`src/rtl/dbg_mbox_pkg.sv`:
```
package dbg_mbox_pkg;
  typedef enum logic [2:0] {SEL_OUT, SEL_IN, SEL_STAT, SEL_CTRL, SEL_NONE} reg_sel_e;

  localparam int unsigned NFLAGS = 3;
  // status bit positions (processor view and emulator view)
  localparam int unsigned FL_ODIRTY = 0;
  localparam int unsigned FL_IDIRTY = 1;
  localparam int unsigned FL_ACK    = 2;
  // control bit positions
  localparam int unsigned EN_IDIRTY = 0;
  localparam int unsigned EN_ACK    = 1;
  localparam int unsigned NEN       = 2;
endpackage

```
`src/rtl/dbg_mbox_decode.sv`:
```
module dbg_mbox_decode
  import dbg_mbox_pkg::*;
#(
  parameter int unsigned ADDR_W = 4
) (
  input  logic [ADDR_W-1:0] addr,
  output reg_sel_e          sel
);
  localparam int unsigned WORD_W = ADDR_W - 2;

  logic [WORD_W-1:0] word;
  assign word = addr[ADDR_W-1:2];

  always_comb begin
    case (word)
      WORD_W'(0): sel = SEL_OUT;
      WORD_W'(1): sel = SEL_IN;
      WORD_W'(2): sel = SEL_STAT;
      WORD_W'(3): sel = SEL_CTRL;
      default:    sel = SEL_NONE;
    endcase
  end
endmodule

```
`src/rtl/dbg_mbox_flags.sv`:
```
module dbg_mbox_flags #(
  parameter int unsigned N = 3
) (
  input  logic         clk,
  input  logic         rst,
  input  logic [N-1:0] set_evt,
  input  logic [N-1:0] clr_evt,
  output logic [N-1:0] q
);
  for (genvar i = 0; i < N; i++) begin : g_flag
    always_ff @(posedge clk) begin
      if (rst)             q[i] <= 1'b0;
      else if (set_evt[i]) q[i] <= 1'b1;   // set has priority
      else if (clr_evt[i]) q[i] <= 1'b0;
    end

    p_set_wins_r8: assert property (@(posedge clk) disable iff (rst)
      set_evt[i] |=> q[i]);
    p_clear_r2: assert property (@(posedge clk) disable iff (rst)
      (clr_evt[i] && !set_evt[i]) |=> !q[i]);
    p_hold_r9: assert property (@(posedge clk) disable iff (rst)
      (!clr_evt[i] && !set_evt[i]) |=> (q[i] == $past(q[i])));
  end
endmodule

```
`src/rtl/dbg_mbox_irq.sv`:
```
module dbg_mbox_irq
  import dbg_mbox_pkg::*;
(
  input  logic              clk,
  input  logic              rst,
  input  logic [NFLAGS-1:0] flags,
  input  logic [NEN-1:0]    en,
  output logic              irq
);
  logic req_d;
  assign req_d = (flags[FL_ACK] & en[EN_ACK]) | (flags[FL_IDIRTY] & en[EN_IDIRTY]);

  always_ff @(posedge clk) begin
    if (rst) irq <= 1'b0;
    else     irq <= req_d;
  end

  p_irq_quiet_r7: assert property (@(posedge clk) disable iff (rst)
    (!flags[FL_ACK] && !flags[FL_IDIRTY]) |=> !irq);
  p_irq_masked_r7: assert property (@(posedge clk) disable iff (rst)
    (en == '0) |=> !irq);
endmodule

```
`src/rtl/dbg_mailbox_top.sv`:
```
module dbg_mailbox_top
  import dbg_mbox_pkg::*;
#(
  parameter int unsigned DATA_W = 32,
  parameter int unsigned ADDR_W = 4
) (
  input  logic              clk,
  input  logic              rst,
  input  logic [ADDR_W-1:0] cpu_addr,
  input  logic              cpu_wr,
  input  logic              cpu_rd,
  input  logic [DATA_W-1:0] cpu_wdata,
  output logic [DATA_W-1:0] cpu_rdata,
  input  logic              emu_wr,
  input  logic              emu_rd,
  input  logic [DATA_W-1:0] emu_wdata,
  output logic [DATA_W-1:0] emu_rdata,
  output logic [NFLAGS-1:0] emu_status,
  output logic              irq
);
  reg_sel_e          sel;
  logic [DATA_W-1:0] out_q, in_q;
  logic [NEN-1:0]    en_q;
  logic [NFLAGS-1:0] flags, set_evt, clr_evt;
  logic              wr_out, wr_stat, wr_ctrl, rd_in;

  dbg_mbox_decode #(.ADDR_W(ADDR_W)) u_dec (.addr(cpu_addr), .sel(sel));

  assign wr_out  = cpu_wr && (sel == SEL_OUT);
  assign wr_stat = cpu_wr && (sel == SEL_STAT);
  assign wr_ctrl = cpu_wr && (sel == SEL_CTRL);
  assign rd_in   = cpu_rd && (sel == SEL_IN);

  always_ff @(posedge clk) begin
    if (rst) begin
      out_q <= '0;
      in_q  <= '0;
      en_q  <= '0;
    end else begin
      if (wr_out)  out_q <= cpu_wdata;
      if (emu_wr)  in_q  <= emu_wdata;
      if (wr_ctrl) en_q  <= cpu_wdata[NEN-1:0];
    end
  end

  always_comb begin
    set_evt            = '0;
    clr_evt            = '0;
    set_evt[FL_ODIRTY] = wr_out;
    clr_evt[FL_ODIRTY] = emu_rd;
    set_evt[FL_IDIRTY] = emu_wr;
    clr_evt[FL_IDIRTY] = rd_in;
    set_evt[FL_ACK]    = emu_rd;
    clr_evt[FL_ACK]    = wr_stat && !cpu_wdata[FL_ACK];
  end

  dbg_mbox_flags #(.N(NFLAGS)) u_flags (
    .clk(clk), .rst(rst), .set_evt(set_evt), .clr_evt(clr_evt), .q(flags)
  );

  dbg_mbox_irq u_irq (.clk(clk), .rst(rst), .flags(flags), .en(en_q), .irq(irq));

  always_ff @(posedge clk) begin
    if (rst) begin
      cpu_rdata <= '0;
      emu_rdata <= '0;
    end else begin
      if (cpu_rd) begin
        case (sel)
          SEL_OUT:  cpu_rdata <= out_q;
          SEL_IN:   cpu_rdata <= in_q;
          SEL_STAT: cpu_rdata <= DATA_W'(flags);
          SEL_CTRL: cpu_rdata <= DATA_W'(en_q);
          default:  cpu_rdata <= '0;
        endcase
      end
      if (emu_rd) emu_rdata <= out_q;
    end
  end

  assign emu_status = flags;

  p_ctrl_rsv_r6: assert property (@(posedge clk) disable iff (rst)
    (cpu_rd && sel == SEL_CTRL) |=> (cpu_rdata[DATA_W-1:NEN] == '0));
  p_ack_keep_r4: assert property (@(posedge clk) disable iff (rst)
    (emu_status[FL_ACK] && !(cpu_wr && sel == SEL_STAT && !cpu_wdata[FL_ACK]))
      |=> emu_status[FL_ACK]);
  p_in_ro_r5: assert property (@(posedge clk) disable iff (rst)
    !emu_wr |=> (in_q == $past(in_q)));
  p_emu_rd_r2: assert property (@(posedge clk) disable iff (rst)
    emu_rd |=> (emu_rdata == $past(out_q)));
endmodule

```
`config.mk`:
```
export PLATFORM = sky130hd
export DESIGN_NAME = dbg_mailbox_top
export DESIGN_NICKNAME = d
export VERILOG_FILES = /design/src/rtl/dbg_mbox_pkg.sv /design/src/rtl/dbg_mbox_decode.sv /design/src/rtl/dbg_mbox_flags.sv /design/src/rtl/dbg_mbox_irq.sv /design/src/rtl/dbg_mailbox_top.sv
export SDC_FILE = /design/constraint.sdc
export NUM_CORES = 1
export LEC_CHECK = 0
export ABC_AREA = 1
export ABC_CLOCK_PERIOD_IN_PS = 1500
export BUFFER_PORTS_ARGS = -buffer_cell sky130_fd_sc_hd__buf_4
export CAP_MARGIN = 5
export CORE_ASPECT_RATIO = 0.75
export CORE_MARGIN = 4
export CORE_UTILIZATION = 40
export CTS_BUF_LIST = sky130_fd_sc_hd__clkbuf_16
export CTS_CLUSTER_DIAMETER = 80
export CTS_CLUSTER_SIZE = 20
export DETAILED_ROUTE_END_ITERATION = 6
export PLACE_DENSITY_LB_ADDON = 0.15
export SLEW_MARGIN = 20
export SYNTH_ARGS = -nofsm -noshare
export SYNTH_HDL_FRONTEND = slang
export SYNTH_HIERARCHICAL = 1
export SYNTH_SLANG_ARGS = --single-unit
```
`constraint.sdc`:
```
create_clock -name clk -period 1.5 [get_ports clk]
set_clock_uncertainty 0.1 [all_clocks]
set_input_delay 0.225 -clock clk [delete_from_list [all_inputs] [get_ports clk]]
set_output_delay 0.225 -clock clk [all_outputs]
set_load 0.05 [all_outputs]
```
## Word-level counts from Yosys, hierarchy flattened

Cells that the tools add are included.

| storage, ports and cells | value |
|---|---|
| register bits after elaboration | 134 |
| output and inout port bits | 68 |

| cells by class | value |
|---|---|
| eq/ne operators | 6 |
| bitwise operators | 3 |
| reductions and logical operators | 11 |
| muxes and demuxes | 8 |

Operators with widths:

| cell | number |
|---|---|
| $pmux W32 S4 | 1 |
| $pmux W3 S4 | 1 |
| $eq A3 B2 Y1 const B | 2 |
| $mux W1 | 6 |
| $reduce_bool A2 Y1 | 3 |
| $logic_and A1 B1 Y1 | 5 |
| $eq A2 B2 Y1 const B | 2 |
| $eq A3 B1 Y1 const B | 1 |
| $logic_not A3 Y1 | 1 |
| $and A1 B1 Y1 | 2 |
| $eq A2 B1 Y1 const B | 1 |
| $logic_not A2 Y1 | 1 |
| $logic_not A1 Y1 | 1 |
| $or A1 B1 Y1 | 1 |

## Logic depth before layout (Yosys ltp)

| logic depth | value |
|---|---|
| depth after elaboration | 7 |
| gate-level depth with buffers | 9 |

## By module

The synthesis kept the hierarchy.

Modules (own cells, without submodules):

| module | area each (um2) | sequential area each (um2) | cells each | instances |
|---|---|---|---|---|
| dbg_mailbox_top | 5,099.9 | 2,602.5 | 629 | 1 |
| dbg_mbox_flags | 108.9 | 60.1 | 15 | 1 |
| dbg_mbox_irq | 36.3 | 20.0 | 4 | 1 |
| dbg_mbox_decode | 18.8 | 0.0 | 4 | 1 |

## Least setup slack after synthesis

No wires, ideal clock.

| path | value |
|---|---|
| path kind | input to register |
| start point | in cpu_addr[3] |
| end point | reg cpu_rdata[15] |
| buffers on the path | 3 |
| stages | 8 |
| data arrival time | 1,217 ps |
| data required time | 1,329 ps |
| setup slack | 112 ps |
| cells stage by stage | clkbuf_1 -> nor2_4 -> nand2_4 -> buf_6 -> buf_6 -> o21ai_2 -> nand2_1 -> a21oi_2 |

| between the ends | value |
|---|---|
| word-level cells in the longest chain between the ends | 4 |
| elaborated cells between the ends (all ways) | 10 |
| those cells by class | 6 x eq/ne; 2 x mux; 2 x reduce/logical |

Ends and longest elaborated chain:

| what | line | source |
|---|---|---|
| from (decl) | dbg_mailbox_top.sv:9 | `input logic [ADDR_W-1:0] cpu_addr,` |
| $eq A2 B2 Y1 (tied with other cells) | dbg_mbox_decode.sv:15 | `case (word)` |
| $pmux W3 S4 * | dbg_mbox_decode.sv:15 |  |
| $eq A3 B2 Y1 (tied with other cells) | dbg_mailbox_top.sv:69 | `case (sel)` |
| $pmux W32 S4 * | dbg_mailbox_top.sv:69 |  |
| to (signal assigned) | dbg_mailbox_top.sv:70 | `SEL_OUT: cpu_rdata <= out_q;` |
| to (signal assigned) | dbg_mailbox_top.sv:71 | `SEL_IN: cpu_rdata <= in_q;` |
| to (signal assigned) | dbg_mailbox_top.sv:72 | `SEL_STAT: cpu_rdata <= DATA_W'(flags);` |
| to (decl) | dbg_mailbox_top.sv:13 | `output logic [DATA_W-1:0] cpu_rdata,` |

Every way passes the cells marked *; elsewhere a longest branch is shown, timed or not. The select of a mux whose other input is x is not followed.
A chain may end at the register's enable or synchronous reset.

## Worst setup path in the final report

| path | value |
|---|---|
| start point | reg u_flags.q[1] |
| end point | out emu_status[1] |

RTL lines:

| what | line | source |
|---|---|---|
| from (decl) | dbg_mbox_flags.sv:8 | `output logic [N-1:0] q` |
| from (signal, indexed assignment) | dbg_mbox_flags.sv:12 | `if (rst) q[i] <= 1'b0;` |
| from (signal, indexed assignment) | dbg_mbox_flags.sv:13 | `else if (set_evt[i]) q[i] <= 1'b1;` |
| from (signal, indexed assignment) | dbg_mbox_flags.sv:14 | `else if (clr_evt[i]) q[i] <= 1'b0;` |
| to (decl) | dbg_mailbox_top.sv:18 | `output logic [NFLAGS-1:0] emu_status,` |

No word-level cell between the ends.

==> impl_results.md <==
- Outcome: completed
- Number of global-route vias before repair: 4816
- Worst VDD drop: roughly 0.00074 V
- Global-route wire length before repair: 24.7 mm
- Core area: between 10000 and 15000 µm²
- Initial DRC Count: 276
- Clock power frac: a little under half
- Crit. End Element: output pin
- Hold WS: around 6.0 ps
- Slew Viols, Final: 0
- Die Area: between 15000 and 20000 µm²
- Pleak: between 3 and 4 nW
- Arrival @ worst endpoint: ~1100 ps
- Synth top area share: around half
- Post-Syn Instances: 652
- Root Buffer: clkbuf_16
- GRT Total Usage: 20.4%
- Syn. warnings: 6
- Sw power: around 2.2 mW
- CP delay by family, top: flip-flops
- GRT overflow: 0
- Worst-case clock buffer depth: 2
- Antenna cells: 0
- Io pins: between 100 and 150
- Placer Congestion: approximately 0.87
- CTS sink cnt: approximately 130
- Unique cell type count in the Yosys netlist: 21
- Routed length per instance: ~15 µm
- Hold buffer count at CTS: 39
- Fin util: 59.7%
- CP Class: reg2out
- Pin count of the biggest net entering global routing: 57
- Synthesized Nets: roughly 730
- Post-synth EDFFs: 0
- Final period util: a little over 90%
- Max FO, Critical Path: 4
- PD cells: around 1200 nW/µm²
- Slowest CP cell: dfxtp_1
- ANT nets after route: 0
- Yosys top cell by area: dfxtp_1
- Die Span X: ~140 µm
- Via count: about 5000
- Combinational share of power: roughly 11%
- Crit-path max cell delay: ~420 ps
- Nets: between 800 and 900
- Ranking of synthesized cells by area: dfxtp_1, nand2_1, a211oi_1, a21oi_1, nor2_1
- HP Class: in2reg
- Share of layout cells above drive strength 1: 27.7%
- Fin worst setup slack: about 120 ps
- RSZ-0062 raised after global routing: no
- Antenna violations before repair: 0
- Crit start category: flop
- Most frequent cell after synthesis: nand2_1
- WL final: between 15 and 20 mm
- Most frequently used flop master after synthesis: dfxtp_1
- Post-cts sizing count: 0
- Clk pin slew, worst setup/hold paths: approximately 60 ps
- Post-CTS setup buffers: 0
- Chip height: 107 µm
- Cell chain of the critical path: buf_4
- Final min period: around 1400 ps
- Number of max-cap violations: 0
- Synthesized area: about 5300 µm²
- Fin. Hold Viols: 0
- Sequential Power Share: roughly two fifths
- Initial Utilization: 41.9%
- CTS Buf Count: 17
- Synthesized flop and latch total: ~130
- Crit path required time: between 1000 and 1500 ps
- Router iterations before antenna repair: 5
- Sequential area share after synthesis: about half
- Switch share: 23.7%
- Syn Area/Cell: ~8.1 µm²
- H-tree depth: 4
- Total power: just over 9 mW
- Worst path bufs/invs: 1
- CTS tree: built
- FMAX: approximately 720 MHz
- Post-synth ARST share: 0%
- Post-Route Setup TNS: 0 ps
- Final setup fails: 0
- DP HPWL: 10.6 mm
- Worst-skew pair later-pin latency: between 400 and 500 ps
- Layout area overhead: 42.5%
- # rows: 35
- Worst slack at placement: roughly 68 ps
- Top cells by count, synth: nand2_1, dfxtp_1, nor2_1, a211oi_1, a21oi_1
- # port buffers: roughly 140
- Vias/cell: between 4 and 5
- P_int: 7.01 mW
- Drt drc: 0
metal layers:
layer | share of wire [%] | routed length [µm] | global-route usage [%]
met5 | 0 | 0 | 0
met4 | 0.82 | 126 | 5.39
met3 | 5.8 | 888 | 4.57
met2 | 46 | 7040 | 31.5
met1 | 48 | 7380 | 29.0
registers in the layout, indices dropped and copies added, names as in the netlist:
| name | flops |
|---|---|
| out_q | 32 |
| en_q | 2 |
| cpu_rdata | 32 |
| u_flags/q | 3 |
| in_q | 32 |
| u_irq/irq | 1 |
| emu_rdata | 32 |
cells in the final DEF, fill, tap and decap left out:
master         Yosys  layout
o21ai_2           20      20
dfxtp_1          134     134
a21oi_1           54      54
bufinv_16          0       5
a211oi_1          59      59
clkbuf_16          0      17
dlygate4sd3_1      0      39
inv_1             43      47
nand4_1            5       5
a21oi_2           21      21
nand3_1            7       7
buf_4              7     154
buf_12             0       6
nand2_1          181     181
nor2_1            62      62
clkinv_1           0       4
nor2_4             1       1
conb_1             1       1
nand2_4            3       3
clkinvlp_4         0       2
clkinv_2           1       1
inv_2              1       1
o21ai_0           11      11
logic make-up after synthesis:
logic type	count (synthesis)	share of synthesized area [%]
buffers and inverters	93	8.11
DFF	134	51.0
and+or+nand+nor	259	19.4
AOI/OAI and AO/OA	165	21.4
other	1	0.0712
through the flow:
step | cells | area [µm²]
finish | 1001 | 7500
global route | 1001 | 7500
CTS | 1001 | 7500
detailed placement | 930 | 6490
global placement | 930 | 6490
floorplan | 652 | 5260
final timing paths:
check,cells after the start,startpoint,to,slack (ps)
max,1,u_flags/q[1],emu_status[1],120
min,3,cpu_wdata[28],out_q[28],6
max reg2reg,4,u_flags/q[1],cpu_rdata[1],520
min reg2reg,2,in_q[10],in_q[10],360
area by class of cell:
| class | count | area (µm²) |
|---|---|---|
| Fill cell | 1127 | 5070 |
| Sequential cell | 134 | 2680 |
| Multi-Input combinational cell | 425 | 2150 |
| Timing Repair Buffer | 199 | 1670 |
| Clock buffer | 17 | 425 |
| Tap cell | 166 | 208 |
| Clock inverter | 15 | 195 |
| Inverter | 45 | 170 |
power by group through the flow:
stage	combinational (mW)	clock, mW	sequential (mW)
after floorplan	0.364	0	4.02
after global placement	0.926	0	3.84
after detailed placement	0.938	0	3.84
after CTS	1.02	4.47	3.77
after global routing	1.10	4.61	3.78
final	1.02	4.39	3.77
Note: power is estimated with default switching activity, not from simulation.
